<file path="src/rtl/reg_stack_pkg.sv">
package reg_stack_pkg;
  typedef enum logic [1:0] {
    OP_IDLE = 2'd0,
    OP_PUSH = 2'd1,
    OP_POP  = 2'd2,
    OP_BAD  = 2'd3
  } stk_op_e;
endpackage

</file>
<file path="src/rtl/stk_ctrl.sv">
module stk_ctrl
  import reg_stack_pkg::*;
(
  input  logic    push_req,
  input  logic    pop_req,
  input  logic    full,
  input  logic    empty,
  output stk_op_e op
);
  always_comb begin
    op = OP_IDLE;
    if (push_req && pop_req)       op = OP_BAD;
    else if (push_req)             op = full  ? OP_BAD : OP_PUSH;
    else if (pop_req)              op = empty ? OP_BAD : OP_POP;
  end
endmodule

</file>
<file path="src/rtl/stk_ptr.sv">
module stk_ptr
  import reg_stack_pkg::*;
#(
  parameter int AW = 6
) (
  input  logic          clk,
  input  logic          rst_n,
  input  stk_op_e       op,
  output logic [AW-1:0] sp,
  output logic [AW-1:0] sp_up,
  output logic          full,
  output logic          empty
);
  logic [AW-1:0] sp_dn;

  // pointer arithmetic wraps modulo 2**AW
  assign sp_up = sp + 1'b1;
  assign sp_dn = sp - 1'b1;

  always_ff @(posedge clk or negedge rst_n) begin
    if (!rst_n) begin
      sp    <= '0;
      full  <= 1'b0;
      empty <= 1'b1;
    end else begin
      case (op)
        OP_PUSH: begin
          sp    <= sp_up;
          full  <= (sp_up == '0);
          empty <= 1'b0;
        end
        OP_POP: begin
          sp    <= sp_dn;
          empty <= (sp_dn == '0);
          full  <= 1'b0;
        end
        default: ;
      endcase
    end
  end
endmodule

</file>
<file path="src/rtl/stk_mem.sv">
module stk_mem #(
  parameter int DW    = 8,
  parameter int DEPTH = 64,
  parameter int AW    = $clog2(DEPTH)
) (
  input  logic          clk,
  input  logic          rst_n,
  input  logic          wr_en,
  input  logic [AW-1:0] wr_addr,
  input  logic [DW-1:0] wr_data,
  input  logic          rd_en,
  input  logic [AW-1:0] rd_addr,
  output logic [DW-1:0] rd_data,
  output logic          rd_valid
);
  logic [DW-1:0] words [DEPTH];

  for (genvar g = 0; g < DEPTH; g++) begin : g_word
    logic [DW-1:0] word_q;
    always_ff @(posedge clk) begin
      if (wr_en && (wr_addr == AW'(g))) word_q <= wr_data;
    end
    assign words[g] = word_q;
  end

  always_ff @(posedge clk or negedge rst_n) begin
    if (!rst_n) begin
      rd_data  <= '0;
      rd_valid <= 1'b0;
    end else begin
      rd_valid <= rd_en;
      if (rd_en) rd_data <= words[rd_addr];
    end
  end
endmodule

</file>
<file path="src/rtl/reg_stack.sv">
module reg_stack
  import reg_stack_pkg::*;
#(
  parameter int DW    = 8,
  parameter int DEPTH = 64
) (
  input  logic          clk,
  input  logic          rst_n,
  input  logic          push_req,
  input  logic [DW-1:0] push_data,
  input  logic          pop_req,
  output logic [DW-1:0] pop_data,
  output logic          pop_valid,
  output logic          full,
  output logic          empty,
  output logic          err
);
  localparam int AW = $clog2(DEPTH);

  stk_op_e       op;
  logic [AW-1:0] sp, sp_up;

  stk_ctrl u_ctrl (
    .push_req (push_req),
    .pop_req  (pop_req),
    .full     (full),
    .empty    (empty),
    .op       (op)
  );

  stk_ptr #(.AW(AW)) u_ptr (
    .clk   (clk),
    .rst_n (rst_n),
    .op    (op),
    .sp    (sp),
    .sp_up (sp_up),
    .full  (full),
    .empty (empty)
  );

  // push writes at the incremented pointer; pop reads at the current one
  stk_mem #(.DW(DW), .DEPTH(DEPTH), .AW(AW)) u_mem (
    .clk      (clk),
    .rst_n    (rst_n),
    .wr_en    (op == OP_PUSH),
    .wr_addr  (sp_up),
    .wr_data  (push_data),
    .rd_en    (op == OP_POP),
    .rd_addr  (sp),
    .rd_data  (pop_data),
    .rd_valid (pop_valid)
  );

  always_ff @(posedge clk or negedge rst_n) begin
    if (!rst_n) err <= 1'b0;
    else        err <= (op == OP_BAD);
  end
endmodule

</file>
<file path="config.mk">
export PLATFORM = sky130hd
export DESIGN_NAME = reg_stack
export DESIGN_NICKNAME = d
export VERILOG_FILES = /design/src/rtl/reg_stack_pkg.sv /design/src/rtl/stk_ctrl.sv /design/src/rtl/stk_ptr.sv /design/src/rtl/stk_mem.sv /design/src/rtl/reg_stack.sv
export SDC_FILE = /design/constraint.sdc
export NUM_CORES = 1
export LEC_CHECK = 0
export BUFFER_PORTS_ARGS = -buffer_cell sky130_fd_sc_hd__buf_2
export CAP_MARGIN = 20
export CORE_MARGIN = 2
export CORE_UTILIZATION = 60
export DETAILED_ROUTE_END_ITERATION = 16
export PLACE_DENSITY = 0.76
export SYNTH_ARGS = -nofsm -noshare
export SYNTH_HDL_FRONTEND = slang
export SYNTH_SLANG_ARGS = --single-unit
</file>
<file path="constraint.sdc">
create_clock -name clk -period 3.8 [get_ports clk]
set_input_delay 0.19 -clock clk [delete_from_list [all_inputs] [get_ports clk]]
set_output_delay 0.19 -clock clk [all_outputs]
set_load 0.03 [all_outputs]
</file>
==> summary.md, run 1 <==
| Metric | Value |
|---|---|
| Status | `finished, final reports clean` |
| CTS buffer count | `51` |
| Clk slew on worst S/H paths | `0.07 ns` |
| H-tree depth | `2` |
| CP Launch Type | `flip-flop` |
| Hold Fails Final Rpt | `0` |
| Post-Syn Area | `21140 um^2` |
| CTS Root Cell | `clkbuf_16` |
| Die area | `36750 um^2` |
| Worst-case clock buffer depth | `3` |
| Hold_sp | `push_data[4]` |
| Commonest non-fill, non-tap cells in the layout | `edfxtp_1, mux4_2, mux2i_1` |
| Nets | `1249` |
| Yosys top cell area share | `0.7273` |
| Clock Sink Count | `530` |
| Detailed Place HPWL | `29.42 mm` |
| Pwr/cell area | `692.8 nW/um^2` |
| DRT Pass-1 Iters | `6` |
| Most common cell after layout, fill and taps aside | `edfxtp_1` |
| # Post-CTS Setup Buffers | `0` |
| Cell variety after synth | `51` |
| Setup TNS | `0 ns` |
| Syn Inst Count | `1142` |
| FMAX | `0.3274 GHz` |
| R2R cell count | `4` |
| Share of layout cells above drive strength 1 | `0.2181` |
| Slew @ Worst Pin | `0.9639 ns` |
| Peak VDD IR | `0.4487 mV` |
| Crit path DAT | `3.24 ns` |
| Total gr overflow | `0` |
| Layout area overhead | `12.49%` |
| Syn Area/Cell | `18.51 um^2` |
| RSZ-0062 raised after global routing | `no` |
| Warnings, synthesis | `0` |
| Placer congestion estimate | `0.9384` |
| Crit path kind | `reg -> reg` |
| Violation count after the first detailed-route iteration | `1858` |
| Pin count of the biggest net entering global routing | `65` |
| WL/cell | `28.09 um` |
| # rows | `68` |
| Final min period | `3.055 ns` |
| Antenna-violating nets left | `0` |
| Clock latency on the worst-skew pair | `0.56 ns` |
| PortBufs | `23` |
| Final setup margin | `0.7453 ns` |
| Slew Limit Fails | `0` |
| Seq pwr share | `0.414` |
| Hold Path Stages | `1` |
| DRC viols | `0` |
| Final setup viols | `0` |
| Worst EP required | `3.99 ns` |
| Ant diodes | `0` |
| I/O pins | `24` |
| Die width | `191.7 um` |
| Crit end category | `flip-flop` |
| Max-Cap Viols | `0` |
| Core area | `34630 um^2` |
| Static leakage | `7.871 nW` |
| Gate power share | `0.287` |
| Vias | `11278` |
| Clock Skew | `0.02010 ns` |
| Largest area contributor in the netlist | `edfxtp_1` |
| Relative slew slack | `0.3550` |
| Worst reg2reg startpoint | `u_ptr.sp[2]` |
| Synth Flop Type | `edfxtp_1` |
| Global-route wire length before repair | `72.37 mm` |
| Post-synthesis sequential area ratio | `0.7486` |
| Place WS | `0.8651 ns` |
| Initial antenna violation count | `0` |
| CTS tree | `done` |
| Vias in the first global route | `11204` |
| #FFs+latches synth | `530` |
| Crit. Startpoint | `u_ptr.sp[2]` |
| Via density | `6.538` |
| Initial Utilization | `0.6105` |
| Synth top area cells | `edfxtp_1, mux4_2, mux2i_1, dfrtp_1, nand2_1` |
| Hold buffer count at CTS | `1` |
| Crit-path max FO | `46` |
| Syn nets | `1163` |
| Clock power share | `0.300` |
| Tcrit/Tclk final | `0.8039` |
| Async set or reset register ratio after synthesis | `0.03396` |
| Global-route usage over all layers | `0.2741` |
| DRT Wirelength | `48.45 mm` |
| Post-CTS Resized | `0` |
| Final Util | `0.6868` |
| Switching power | `5.108 mW` |
| Number of enable flip-flop cells after synthesis | `512` |
| HP Class | `in -> reg` |
| Switching share of power | `0.3100` |
| Die Ht | `191.7 um` |
| Pint | `11.37 mW` |
==> kinds of logic after synthesis <==
family | count (synthesis) | synth area share
flops | 530 | 0.7486
simple gates | 234 | 0.05066
mux | 177 | 0.1391
compound gates | 103 | 0.03273
buf+inv | 81 | 0.02018
fa+ha+maj | 9 | 0.005327
xor+xnor | 8 | 0.003314
==> synthesized netlist by cell type (all sizes together), types with 5 or more instances <==
cell / n
mux4: 93
nand4: 8
nand3: 37
a211oi: 10
nor3: 27
and2: 5
nand2: 71
ha: 9
edfxtp: 512
o22ai: 11
a311oi: 5
o21ai: 8
inv: 9
a31oi: 10
clkbuf: 26
dfrtp: 17
nor3b: 6
buf: 44
nor2: 61
nand2b: 5
a21oi: 23
a22oi: 24
mux2i: 82
==> final timing paths <==
| kind | endpoint | slack, ns |
|---|---|---|
| worst min register to register | u_ptr.full | 0.54 |
| worst max-delay path | u_mem.g_word[33].word_q[3] | 0.75 |
| worst max register to register | u_mem.g_word[33].word_q[3] | 0.75 |
| worst min-delay path | u_mem.g_word[40].word_q[4] | 0.02 |
| min in group asynchronous | u_mem.rd_data[7] | 0.11 |
| max in group asynchronous | u_ptr.sp[2] | 3.32 |
==> registers in the layout (all words and copies together) (netlist names) <==
signal / cells
u_mem.rd_valid: 1
u_mem.rd_data: 8
u_ptr.empty: 1
err: 1
u_mem.g_word.word_q: 512
u_ptr.sp: 6
u_ptr.full: 1
==> layout make-up <==
type / instances / area, um^2
multi-input combinational: 531 / 4887
fill: 2142 / 10850
clock inverter: 19 / 178.9
clock buffer: 76 / 1473
timing repair buffer: 103 / 793.3
inverter: 11 / 41.29
tap: 455 / 569.3
sequential: 530 / 15840
==> layer usage <==
layer  vias to the layer above  wire length [um]  global-route usage
met5                         -                39             0.01374
met4                         2              1408             0.08373
met3                        93              5318             0.06614
met2                       690             22000              0.4084
met1                      5737             19690              0.4069
li1                       4756                 -                   -
==> through the flow <==
stage / hold WS, ns / area (um^2) / power, mW / instances
2_1_floorplan: -0.1056 / 21140 / 10.20 / 1142
3_3_place_gp: 0.1713 / 22020 / 11.49 / 1624
3_5_place_dp: 0.1685 / 22040 / 11.56 / 1625
4_1_cts: 0.03199 / 23700 / 16.46 / 1721
5_1_grt: 0.02665 / 23780 / 17.01 / 1725
6_report: 0.02317 / 23780 / 16.47 / 1725
==> critical path: stages, from the launching register on <==
cell and delay, ns:
dfrtp_4 0.54, buf_4 0.38, o31ai_1 0.67, nand3_1 0.30, nor2_1 0.76
==> power by group through the flow <==
stage	Clock [mW]	Combinational [mW]	Sequential (mW)
after floorplan	0	3.34	6.87
after global placement	0	4.57	6.92
after detailed placement	0	4.63	6.93
after CTS	4.99	4.66	6.81
after global routing	5.20	4.99	6.83
final	4.94	4.72	6.81
Power figures use the tool's default switching activity.
==> run 2, diff against run 1 <==
clock period = 3.1 ns   (was 3.8 ns; I/O delays follow)
==> run 2 against run 1 <==
Against the previous run:
- clock skew grew 0.0039 ns
- global-route usage increased by 0.072 points
- combinational power up 23%
- wire length increased by 0.68%
- power increased by 24%
- non-clock buffer count increased by 35
- via count is 1.7% higher
- die area stayed put
- cell area rose by 1.3%
- critical path depth grew 3
- utilization is 0.91 points higher
- sequential power increased by 24%
- largest power group unchanged
==> summary.md, run 2 (synthesis results as in run 1) <==
| Metric | Value |
|---|---|
| Status | `finished, final reports clean` |
| Post-placement cell count | `1657` |
| Ant diodes | `0` |
| Total gr overflow | `0` |
| Global-route usage over all layers | `0.2748` |
| Largest regs | `u_mem.g_word.word_q: 512 flops, u_mem.rd_data: 8 flops, u_ptr.sp: 6 flops` |
| Commonest non-fill, non-tap cells in the layout | `edfxtp_1, buf_4, mux4_2` |
| DRT Pass-1 Iters | `5` |
| Tcrit/Tclk final | `0.9138` |
| Hold Fails Final Rpt | `0` |
| Switching power | `6.318 mW` |
| Pwr/cell area | `850.5 nW/um^2` |
| DRC viols | `0` |
| Initial Utilization | `0.6105` |
| Most common cell after layout, fill and taps aside | `edfxtp_1` |
| Worst EP required | `3.37 ns` |
| Clock latency on the worst-skew pair | `0.57 ns` |
| Nets | `1285` |
| FMAX | `0.3530 GHz` |
| Antenna-violating nets left | `0` |
| Detailed Place HPWL | `30.19 mm` |
| Pint | `14.18 mW` |
| Setup TNS | `0 ns` |
| Final setup viols | `0` |
| Clock Skew | `0.02397 ns` |
| Clock Sink Count | `530` |
| Max-Cap Viols | `0` |
| Core area | `34630 um^2` |
| Layout area overhead | `13.99%` |
| Placed instance area | `22310 um^2` |
| Vias in the first global route | `11571` |
| Final Util | `0.6959` |
| Layout Cells excl Fill | `1757` |
| Worst-case clock buffer depth | `3` |
| Max reg flops | `512` |
| Total power | `20.49 mW` |
| DRT Wirelength | `48.78 mm` |
| Seq pwr share | `0.413` |
| # Post-CTS Setup Buffers | `0` |
| RSZ-0062 raised after global routing | `no` |
| CTS Root Cell | `clkbuf_16` |
| Vias | `11473` |
| Gate power share | `0.284` |
| Die width | `191.7 um` |
| Global-route wire length before repair | `72.50 mm` |
| Slew Limit Fails | `0` |
| PortBufs | `23` |
| Static leakage | `8.070 nW` |
| Violation count after the first detailed-route iteration | `1519` |
| Clk slew on worst S/H paths | `0.06 ns` |
| Share of layout cells above drive strength 1 | `0.2320` |
| CP Launch Type | `flip-flop` |
| # rows | `68` |
| Fillers | `2076` |
| Peak VDD IR | `0.5219 mV` |
| Largest stage delay, worst path | `0.60 ns` |
| CTS buffer count | `52` |
| Relative slew slack | `0.2705` |
| CP max-delay cell | `dfstp_2` |
| Switching share of power | `0.3083` |
| HP Class | `in -> reg` |
| Slew @ Worst Pin | `1.094 ns` |
| Largest Register | `u_mem.g_word.word_q` |
| Crit path kind | `reg -> reg` |
| Fin area | `24100 um^2` |
| CTS tree | `done` |
| Placer congestion estimate | `0.9092` |
| Crit end category | `flip-flop` |
| H-tree depth | `2` |
| WL/cell | `27.76 um` |
| Final min period | `2.833 ns` |
| Crit path cell chain | `a21oi_1 > dlygate4sd3_1 > inv_1 > ha_2 > nand3_1 > nor2_1 > buf_4` |
| Clock power share | `0.303` |
| Via density | `6.530` |
| Pin count of the biggest net entering global routing | `65` |
| Crit path DAT | `3.10 ns` |
| Initial antenna violation count | `0` |
| Crit-path max FO | `16` |
| Die area | `36750 um^2` |
| Die Ht | `191.7 um` |
| I/O pins | `24` |
## run 2: changes by cell type in the layout (fill, tap and decap cells not counted), sizes merged
cell	previous run	this run
bufinv	3	7
clkinvlp	4	2
buf	102	134
dlygate4sd3	1	4
clkinv	14	23
clkbuf	76	62
## run 2: cell type report
| class | instances | area [um^2] | area share |
|---|---|---|---|
| clock buffer | 62 | 1360 | 0.05644 |
| multi-input combinational | 531 | 4890 | 0.2029 |
| clock inverter | 30 | 309.0 | 0.01283 |
| inverter | 11 | 41.29 | 0.001713 |
| tap | 455 | 569.3 | 0.02363 |
| sequential | 530 | 15840 | 0.6573 |
| timing repair buffer | 138 | 1089 | 0.04517 |
## run 2: what timing repair did
action                                  CTS  global route
hold buffers                              4             0
gates resized for setup                   0             1
endpoints found under the setup margin    0           380
endpoints found under the hold margin    19             0
## run 2: path summary, 6_finish.rpt
check,start,to,slack [ns],cells after the start
max in group asynchronous,rst_n,u_ptr.sp[0],2.58,2
worst min-delay path,push_data[6],u_mem.g_word[51].word_q[6],0.08,1
worst max-delay path,u_ptr.empty,u_mem.g_word[52].word_q[1],0.27,7
min in group asynchronous,rst_n,u_mem.rd_valid,0.09,2
worst min register to register,u_mem.rd_data[3],u_mem.rd_data[3],0.59,2
worst max register to register,u_ptr.empty,u_mem.g_word[52].word_q[1],0.27,7
## run 2: worst max-delay path: cells and delay by family, from the launching register on
kind | cells | cell delay (ns)
AOI/OAI and AO/OA | 1 | 0.10
buffers and inverters | 3 | 0.86
adders and majority gates | 1 | 0.40
DFF | 1 | 0.60
and+or+nand+nor | 2 | 0.56
## run 2: power groups by stage
stage | Combinational, mW | Sequential, mW | Clock, mW
final | 5.82 | 8.46 | 6.21
after global routing | 6.16 | 8.48 | 6.56
after CTS | 5.74 | 8.46 | 6.27
after detailed placement | 5.68 | 8.61 | 0
after global placement | 5.59 | 8.59 | 0
after floorplan | 4.09 | 8.42 | 0
## run 2: layer usage
layer | vias to the layer above | wire length [um] | track usage
met5 | - | 0 | 0
met4 | 0 | 1252 | 0.07929
met3 | 97 | 5377 | 0.07016
met2 | 712 | 22690 | 0.4164
met1 | 5842 | 19460 | 0.4025
li1 | 4822 | - | -
## run 2: stage by stage
step,hold slack (ns),setup WS [ns]
after floorplan,-0.1406,0.4307
after global routing,0.08160,0.02794
after CTS,0.08805,0.09675
after global placement,0.1330,0.3225
final,0.07803,0.2672
after detailed placement,0.1455,0.3302
